[config.mk]
export PLATFORM = sky130hd
export DESIGN_NAME = scl_div_search
export DESIGN_NICKNAME = d
export VERILOG_FILES = /design/src/rtl/scl_div_pkg.sv /design/src/rtl/scl_div_divider.sv /design/src/rtl/scl_div_best.sv /design/src/rtl/scl_div_search.sv
export SDC_FILE = /design/constraint.sdc
export NUM_CORES = 2
export LEC_CHECK = 0
export BUFFER_PORTS_ARGS = -buffer_cell sky130_fd_sc_hd__buf_2
export CORE_ASPECT_RATIO = 0.6
export CORE_MARGIN = 4
export CORE_UTILIZATION = 40
export DETAILED_ROUTE_END_ITERATION = 8
export PLACE_DENSITY = 0.53
export SETUP_SLACK_MARGIN = 0.5
export SYNTH_ARGS = -nofsm -noshare
export SYNTH_HDL_FRONTEND = slang
export SYNTH_SLANG_ARGS = --single-unit
[constraint.sdc]
create_clock -name clk -period 7.9 [get_ports clk]
set_input_delay 0.79 -clock clk [delete_from_list [all_inputs] [get_ports clk]]
set_output_delay 0.79 -clock clk [all_outputs]
set_load 0.05 [all_outputs]
[src/rtl/scl_div_pkg.sv]
package scl_div_pkg;
  typedef enum logic [2:0] {
    S_IDLE,
    S_TDIV,
    S_BDIV,
    S_FDIV,
    S_NEXT,
    S_DONE
  } srch_state_t;
endpackage

[src/rtl/scl_div_divider.sv]
module scl_div_divider #(
  parameter int NW = 64,
  parameter int QW = 32
) (
  input  logic          clk,
  input  logic          rst,
  input  logic          go,
  input  logic [NW-1:0] num,
  input  logic [NW-1:0] den,
  output logic [QW-1:0] quo,
  output logic          fin
);
  localparam int XW = NW + QW;
  localparam int IW = $clog2(QW);

  logic [NW-1:0] rem_q;
  logic [NW-1:0] den_q;
  logic [IW-1:0] idx_q;
  logic          run_q;
  logic [XW-1:0] shifted;
  logic          fits;

  always_comb begin
    shifted = XW'(den_q) << idx_q;
    fits    = (XW'(rem_q) >= shifted);
  end

  always_ff @(posedge clk) begin
    if (rst) begin
      rem_q <= '0;
      den_q <= '0;
      idx_q <= '0;
      run_q <= 1'b0;
      quo   <= '0;
      fin   <= 1'b0;
    end else begin
      fin <= 1'b0;
      if (go && !run_q) begin
        rem_q <= num;
        den_q <= den;
        idx_q <= IW'(QW - 1);
        quo   <= '0;
        run_q <= 1'b1;
      end else if (run_q) begin
        if (fits) rem_q <= rem_q - shifted[NW-1:0];
        quo[idx_q] <= fits;
        if (idx_q == '0) begin
          run_q <= 1'b0;
          fin   <= 1'b1;
        end else begin
          idx_q <= idx_q - 1'b1;
        end
      end
    end
  end


  go_idle_chk: assert property (@(posedge clk) disable iff (rst) go |-> !run_q);

  fin_stop_chk: assert property (@(posedge clk) disable iff (rst) fin |-> !run_q);
endmodule

[src/rtl/scl_div_best.sv]
module scl_div_best #(
  parameter int FW = 32,
  parameter int AW = 2,
  parameter int BW = 6
) (
  input  logic          clk,
  input  logic          rst,
  input  logic          init,
  input  logic [FW-1:0] init_f,
  input  logic          cand_vld,
  input  logic [AW-1:0] cand_a,
  input  logic [BW-1:0] cand_b,
  input  logic [FW-1:0] cand_f,
  input  logic [FW-1:0] cand_err,
  output logic [AW-1:0] best_a,
  output logic [BW-1:0] best_b,
  output logic [FW-1:0] best_f
);
  logic [FW-1:0] best_err;

  always_ff @(posedge clk) begin
    if (rst) begin
      best_err <= '1;
      best_a   <= '0;
      best_b   <= '0;
      best_f   <= '0;
    end else if (init) begin
      best_err <= '1;
      best_a   <= '0;
      best_b   <= '0;
      best_f   <= init_f;
    end else if (cand_vld && (cand_err < best_err)) begin
      best_err <= cand_err;
      best_a   <= cand_a;
      best_b   <= cand_b;
      best_f   <= cand_f;
    end
  end


  best_mono_chk: assert property (@(posedge clk) disable iff (rst)
    !init |=> best_err <= $past(best_err));

  tie_keep_chk: assert property (@(posedge clk) disable iff (rst)
    (!init && cand_vld && cand_err == best_err) |=> $stable(best_a));
endmodule

[src/rtl/scl_div_search.sv]
module scl_div_search
  import scl_div_pkg::*;
#(
  parameter int FREQ_W = 32,
  parameter int A_W    = 2,
  parameter int B_W    = 6,
  parameter int SCALE  = 22
) (
  input  logic              clk,
  input  logic              rst,
  input  logic              start,
  input  logic [FREQ_W-1:0] fin_hz,
  input  logic [FREQ_W-1:0] target_hz,
  output logic [A_W-1:0]    div_a,
  output logic [B_W-1:0]    div_b,
  output logic [FREQ_W-1:0] scl_hz,
  output logic              done,
  output logic              err
);
  localparam int NW        = 2 * FREQ_W;
  localparam int NUM_A     = 1 << A_W;
  localparam int B_MAX     = 1 << B_W;
  localparam int T_MAX     = NUM_A * B_MAX;
  localparam int LAT_LIMIT = (2 * NUM_A + 1) * (FREQ_W + 4) + 16;
  localparam int LW        = $clog2(LAT_LIMIT + 2) + 1;

  srch_state_t       state;
  logic [FREQ_W-1:0] fin_q, tgt_q;
  logic [A_W-1:0]    a_idx;
  logic [B_W-1:0]    b_cand;
  logic              err_q;
  logic              dv_go;
  logic [NW-1:0]     dv_num, dv_den;
  logic [FREQ_W-1:0] dv_quo;
  logic              dv_fin;
  logic              bt_init, cand_vld;
  logic [A_W-1:0]    best_a;
  logic [B_W-1:0]    best_b;
  logic [FREQ_W-1:0] best_f;
  logic [LW-1:0]     lat_cnt;

  function automatic logic [NW-1:0] coarse_den(input logic [FREQ_W-1:0] tgt,
                                               input logic [A_W-1:0] a);
    return NW'(SCALE) * NW'(tgt) * (NW'(a) + NW'(1));
  endfunction

  scl_div_divider #(.NW(NW), .QW(FREQ_W)) u_div (
    .clk(clk), .rst(rst), .go(dv_go), .num(dv_num), .den(dv_den),
    .quo(dv_quo), .fin(dv_fin)
  );

  assign bt_init  = (state == S_TDIV) && dv_fin;
  assign cand_vld = (state == S_FDIV) && dv_fin && (dv_quo <= tgt_q);

  scl_div_best #(.FW(FREQ_W), .AW(A_W), .BW(B_W)) u_best (
    .clk(clk), .rst(rst), .init(bt_init), .init_f(tgt_q),
    .cand_vld(cand_vld), .cand_a(a_idx), .cand_b(b_cand),
    .cand_f(dv_quo), .cand_err(tgt_q - dv_quo),
    .best_a(best_a), .best_b(best_b), .best_f(best_f)
  );

  always_ff @(posedge clk) begin
    if (rst) begin
      state  <= S_IDLE;
      fin_q  <= '0;
      tgt_q  <= '0;
      a_idx  <= '0;
      b_cand <= '0;
      err_q  <= 1'b0;
      dv_go  <= 1'b0;
      dv_num <= '0;
      dv_den <= '0;
      div_a  <= '0;
      div_b  <= '0;
      scl_hz <= '0;
      done   <= 1'b0;
      err    <= 1'b0;
    end else begin
      dv_go <= 1'b0;
      done  <= 1'b0;
      case (state)
        S_IDLE: if (start) begin
          fin_q  <= fin_hz;
          tgt_q  <= target_hz;
          err_q  <= 1'b0;
          dv_num <= NW'(fin_hz);
          dv_den <= NW'(SCALE) * NW'(target_hz);
          dv_go  <= 1'b1;
          state  <= S_TDIV;
        end
        S_TDIV: if (dv_fin) begin
          if (dv_quo == '0 || dv_quo > FREQ_W'(T_MAX)) begin
            err_q <= 1'b1;
            state <= S_DONE;
          end else begin
            a_idx  <= '0;
            dv_den <= coarse_den(tgt_q, '0);
            dv_num <= NW'(fin_q) + coarse_den(tgt_q, '0) - NW'(1);
            dv_go  <= 1'b1;
            state  <= S_BDIV;
          end
        end
        S_BDIV: if (dv_fin) begin
          if (dv_quo == '0 || dv_quo > FREQ_W'(B_MAX)) begin
            state <= S_NEXT;
          end else begin
            b_cand <= B_W'(dv_quo - 1'b1);
            dv_num <= NW'(fin_q);
            dv_den <= NW'(SCALE) * (NW'(a_idx) + NW'(1)) * NW'(dv_quo);
            dv_go  <= 1'b1;
            state  <= S_FDIV;
          end
        end
        S_FDIV: if (dv_fin) state <= S_NEXT;
        S_NEXT: begin
          if (a_idx == A_W'(NUM_A - 1)) begin
            state <= S_DONE;
          end else begin
            a_idx  <= a_idx + 1'b1;
            dv_den <= coarse_den(tgt_q, a_idx + 1'b1);
            dv_num <= NW'(fin_q) + coarse_den(tgt_q, a_idx + 1'b1) - NW'(1);
            dv_go  <= 1'b1;
            state  <= S_BDIV;
          end
        end
        S_DONE: begin
          div_a  <= err_q ? '0 : best_a;
          div_b  <= err_q ? '0 : best_b;
          scl_hz <= err_q ? '0 : best_f;
          err    <= err_q;
          done   <= 1'b1;
          state  <= S_IDLE;
        end
        default: state <= S_IDLE;
      endcase
    end
  end

  always_ff @(posedge clk) begin
    if (rst) lat_cnt <= '0;
    else if (state == S_IDLE) lat_cnt <= '0;
    else if (lat_cnt != '1) lat_cnt <= lat_cnt + 1'b1;
  end


  done_pulse_chk: assert property (@(posedge clk) disable iff (rst) done |=> !done);

  out_hold_chk: assert property (@(posedge clk) disable iff (rst)
    !done |-> ($stable(div_a) && $stable(div_b) && $stable(scl_hz) && $stable(err)));

  err_zero_chk: assert property (@(posedge clk) disable iff (rst)
    (done && err) |-> (div_a == '0 && div_b == '0 && scl_hz == '0));

  fscl_le_chk: assert property (@(posedge clk) disable iff (rst)
    (done && !err) |-> (scl_hz <= tgt_q));

  busy_hold_chk: assert property (@(posedge clk) disable iff (rst)
    (state != S_IDLE) |=> ($stable(fin_q) && $stable(tgt_q)));

  lat_bound_chk: assert property (@(posedge clk) disable iff (rst)
    lat_cnt <= LW'(LAT_LIMIT));
endmodule

==> flow_summary.json <==
{
  "fin_skew_ns": 0.04410,
  "reg2reg_from": "tgt_q[4]",
  "final_net_count": 7307,
  "routed_wirelength_um": 183800,
  "critical_path_sink": "dv_num[38]",
  "tritoncts": "yes",
  "cts_buffer_depth": 3,
  "critical_path_buf_inv_count": 5,
  "cts_root_buffer": "clkbuf_16",
  "grt_util_met1": 0.4416,
  "run_status": "finished clean",
  "yosysSeqAreaShare": 0.1763,
  "worst-r2r-cell-count": 39,
  "worstMarginPinSlew_ns": 1.377,
  "worst_ep_arrival_time_ns": 8.30,
  "ff_to_ff_end": "dv_num[38]",
  "dr.first_iter.drc_count": 4788,
  "synth_enable_flop_cells": 0,
  "layout_common_cells": "830 x nand2_1, 818 x inv_1, 551 x a21oi_1, 463 x ha_1, 434 x nor2_1",
  "detail_route.first_pass.iterations": 6,
  "finalCriticalPeriod_ns": 7.703,
  "avgRoutedWirePerCell_um": 22.65,
  "reg2reg_slack_ns": 0.20,
  "floorplan.die.height_um": 273.5,
  "setup_viol": 0,
  "grt_pass1_wl_um": 276600,
  "design.portCount": 109,
  "layout_commonest_cell": "nand2_1",
  "maxClockFrequency_ghz": 0.1298,
  "post_synth_num_cell_types": 102,
  "avg_vias_per_cell": 5.622,
  "vias_in_the_first_global_route": 43500,
  "grt_max_degree": 83,
  "synth_area_per_cell_um2": 7.582,
  "clk_transition_reported_paths_ns": 0.06,
  "cp_top_family": "compound AO/OA/AOI/OAI gates",
  "slew-limit-headroom": 0.07238,
  "fin_tns_setup_ns": 0,
  "worstPathMaxFanout": 4,
  "crit_path_start": "tgt_q[4]",
  "timing.critical_path.slowest_stage_cell": "fa_1",
  "dieWidth_um": 450.5,
  "critical_path.startpoint_type": "register",
  "io_buffer_count": 108,
  "report.final.hold_viol_count": 0,
  "area.growth.synth_to_final_pct": 16.99,
  "max-cap-violations": 0,
  "antenna_violations_before_repair": 6,
  "slowest_delay_ns": 0.56,
  "route.detailed.drc": 0,
  "holdCritPathClass": "input port to register",
  "synth_nets": 7021,
  "grtUsageMet2": 0.4052,
  "crit_type": "register to register",
  "final_layout_size_suffix_gt1_frac": 0.1535,
  "globalRouteMet3Util": 0.08633,
  "worstPathRequired_ns": 8.49,
  "detailroute.via_count": 45610,
  "gr-total-overflow": 0,
  "gp_congestion": 0.9756,
  "synth-seq-cells": 414,
  "clock-sinks": 414,
  "grt_usage": 0.2912,
  "syn_inst": 6199,
  "tritoncts.num_buffers": 51,
  "ys_warn_count": 0,
  "final-max-slew-violation-count": 0,
  "insertion_delay_ns": 0.67,
  "critical_path_cell_count": 39,
  "core-area_um2": 116600,
  "starting_density_of_the_core": 0.4030,
  "finalCritPeriodShare": 0.9751,
  "ys.flop_type": "dfxtp_1",
  "rsz0062_at_grt": "yes",
  "detail-route-antenna-nets": 0,
  "rows": 97,
  "overall_die_area_um2": 123200,
  "dp_hpwl_um": 143500,
  "ctsHtreeMaxLevel": 2,
  "syn-cell-area_um2": 47000,
  "postSynth.asyncResetShare": 0,
  "endpoint_kind": "register",
  "grt_most_used_layer": "met1"
}
-- worst register-to-register path, delay by kind of cell, from the launching register on --
family | cells | cell delay [ns]
compound gates | 17 | 2.92
flops | 1 | 0.37
simple gates | 8 | 1.41
xor+xnor | 2 | 0.33
fa+ha+maj | 7 | 2.33
buf+inv | 5 | 0.32
-- flip-flops by register name, indices dropped and copies added (netlist names) --
signal / flops
div_b: 6
u_div.run_q: 1
fin_q: 32
tgt_q: 32
err: 1
state: 3
u_div.fin: 1
u_best.best_b: 6
a_idx: 2
u_best.best_a: 2
dv_go: 1
u_best.best_err: 32
dv_num: 42
u_div.idx_q: 5
err_q: 1
div_a: 2
u_best.best_f: 32
u_div.quo: 32
u_div.den_q: 39
scl_hz: 32
u_div.rem_q: 64
dv_den: 39
b_cand: 6
done: 1
-- metrics by stage --
step,setup WS [ns],utilization,instances,instance area (um^2),hold WS (ns)
final,0.1965,0.4714,8114,54990,0.4140
after CTS,0.2596,0.4665,8086,54410,0.3789
after floorplan,0.4275,-,6199,47220,0.4172
after global routing,-0.1560,0.4714,8111,54980,0.4049
after detailed placement,-0.2193,0.4409,7942,51430,0.4400
after global placement,-0.09036,0.4409,7942,51430,0.4404
-- area by class of cell --
| cell class | count | area [um^2] |
|---|---|---|
| Fill cell | 11810 | 61650 |
| Clock inverter | 31 | 339.1 |
| Timing Repair Buffer | 555 | 4075 |
| Clock buffer | 64 | 1416 |
| Inverter | 841 | 3157 |
| Tap cell | 1584 | 1982 |
| Multi-Input combinational cell | 4622 | 35680 |
| Antenna cell | 3 | 7.507 |
| Sequential cell | 414 | 8329 |
-- kinds of logic after synthesis --
family	synth area share
XOR/XNOR	0.05010
flip-flops	0.1763
adder cells (fa/ha/maj)	0.2401
AND/OR/NAND/NOR	0.1689
multiplexers	0.03924
AO/OA/AOI/OAI	0.2303
buffers and inverters	0.09501
-- worst min-delay path by stage --
stage | start | end | slack (ns) | depth (start not counted)
6_report | fin_hz[8] | fin_q[8] | 0.41 | 3
5_1_grt | fin_hz[8] | fin_q[8] | 0.40 | 3
4_1_cts | fin_hz[8] | fin_q[8] | 0.38 | 3
3_5_place_dp | dv_num[31] | dv_num[31] | 0.44 | 2
3_3_place_gp | dv_den[4] | u_div.den_q[4] | 0.44 | 2
2_1_floorplan | dv_num[31] | dv_num[31] | 0.42 | 2
-- Yosys cell counts, types with 22 or more instances --
| library cell | number | area (um^2) |
|---|---|---|
| a21o_1 | 190 | 1426 |
| mux4_2 | 34 | 765.7 |
| nand2b_1 | 82 | 513.0 |
| fa_1 | 245 | 4905 |
| xor2_1 | 80 | 700.7 |
| a221oi_1 | 54 | 473.0 |
| xnor2_1 | 187 | 1638 |
| mux2_2 | 22 | 247.7 |
| nor3b_1 | 47 | 352.8 |
| dfxtp_1 | 414 | 8288 |
| a22oi_1 | 24 | 180.2 |
| o21bai_1 | 61 | 457.9 |
| nor2_1 | 452 | 1697 |
| nor3_1 | 61 | 305.3 |
| o21ai_0 | 266 | 1331 |
| mux2i_1 | 83 | 830.8 |
| o31ai_1 | 26 | 195.2 |
| a21oi_1 | 587 | 2938 |
| nand3_1 | 76 | 380.4 |
| o21a_1 | 40 | 300.3 |
| and2_1 | 33 | 206.5 |
| nand2_1 | 841 | 3157 |
| o211ai_1 | 54 | 405.4 |
| ha_1 | 510 | 6381 |
| a211oi_1 | 71 | 533.0 |
| o22ai_1 | 39 | 244.0 |
| and3_1 | 30 | 187.7 |
| nand4_1 | 47 | 294.0 |
| buf_2 | 36 | 180.2 |
| a31oi_1 | 62 | 387.9 |
| nor2b_1 | 35 | 219.0 |
| clkbuf_1 | 255 | 957.2 |
| inv_1 | 837 | 3142 |
-- repair_timing --
item | 4_1_cts | 5_1_grt
buffers inserted | 49 | 25
pin swaps | 120 | 94
hold buffers | 0 | 0
cloned | 0 | 0
gates resized for setup | 179 | 79
hold endpoints to repair | 0 | 0
endpoints found under the setup margin | 19 | 31
-- routing by layer --
metal  routed length [um]  vias up
li1                     -    21730
met1                90230    22060
met2                70720     1648
met3                19360      174
met4                 3274        4
met5                  171        -
Power is not shown: default switching activity piles up to over one toggle a cycle in this logic, so the estimate is an artifact.
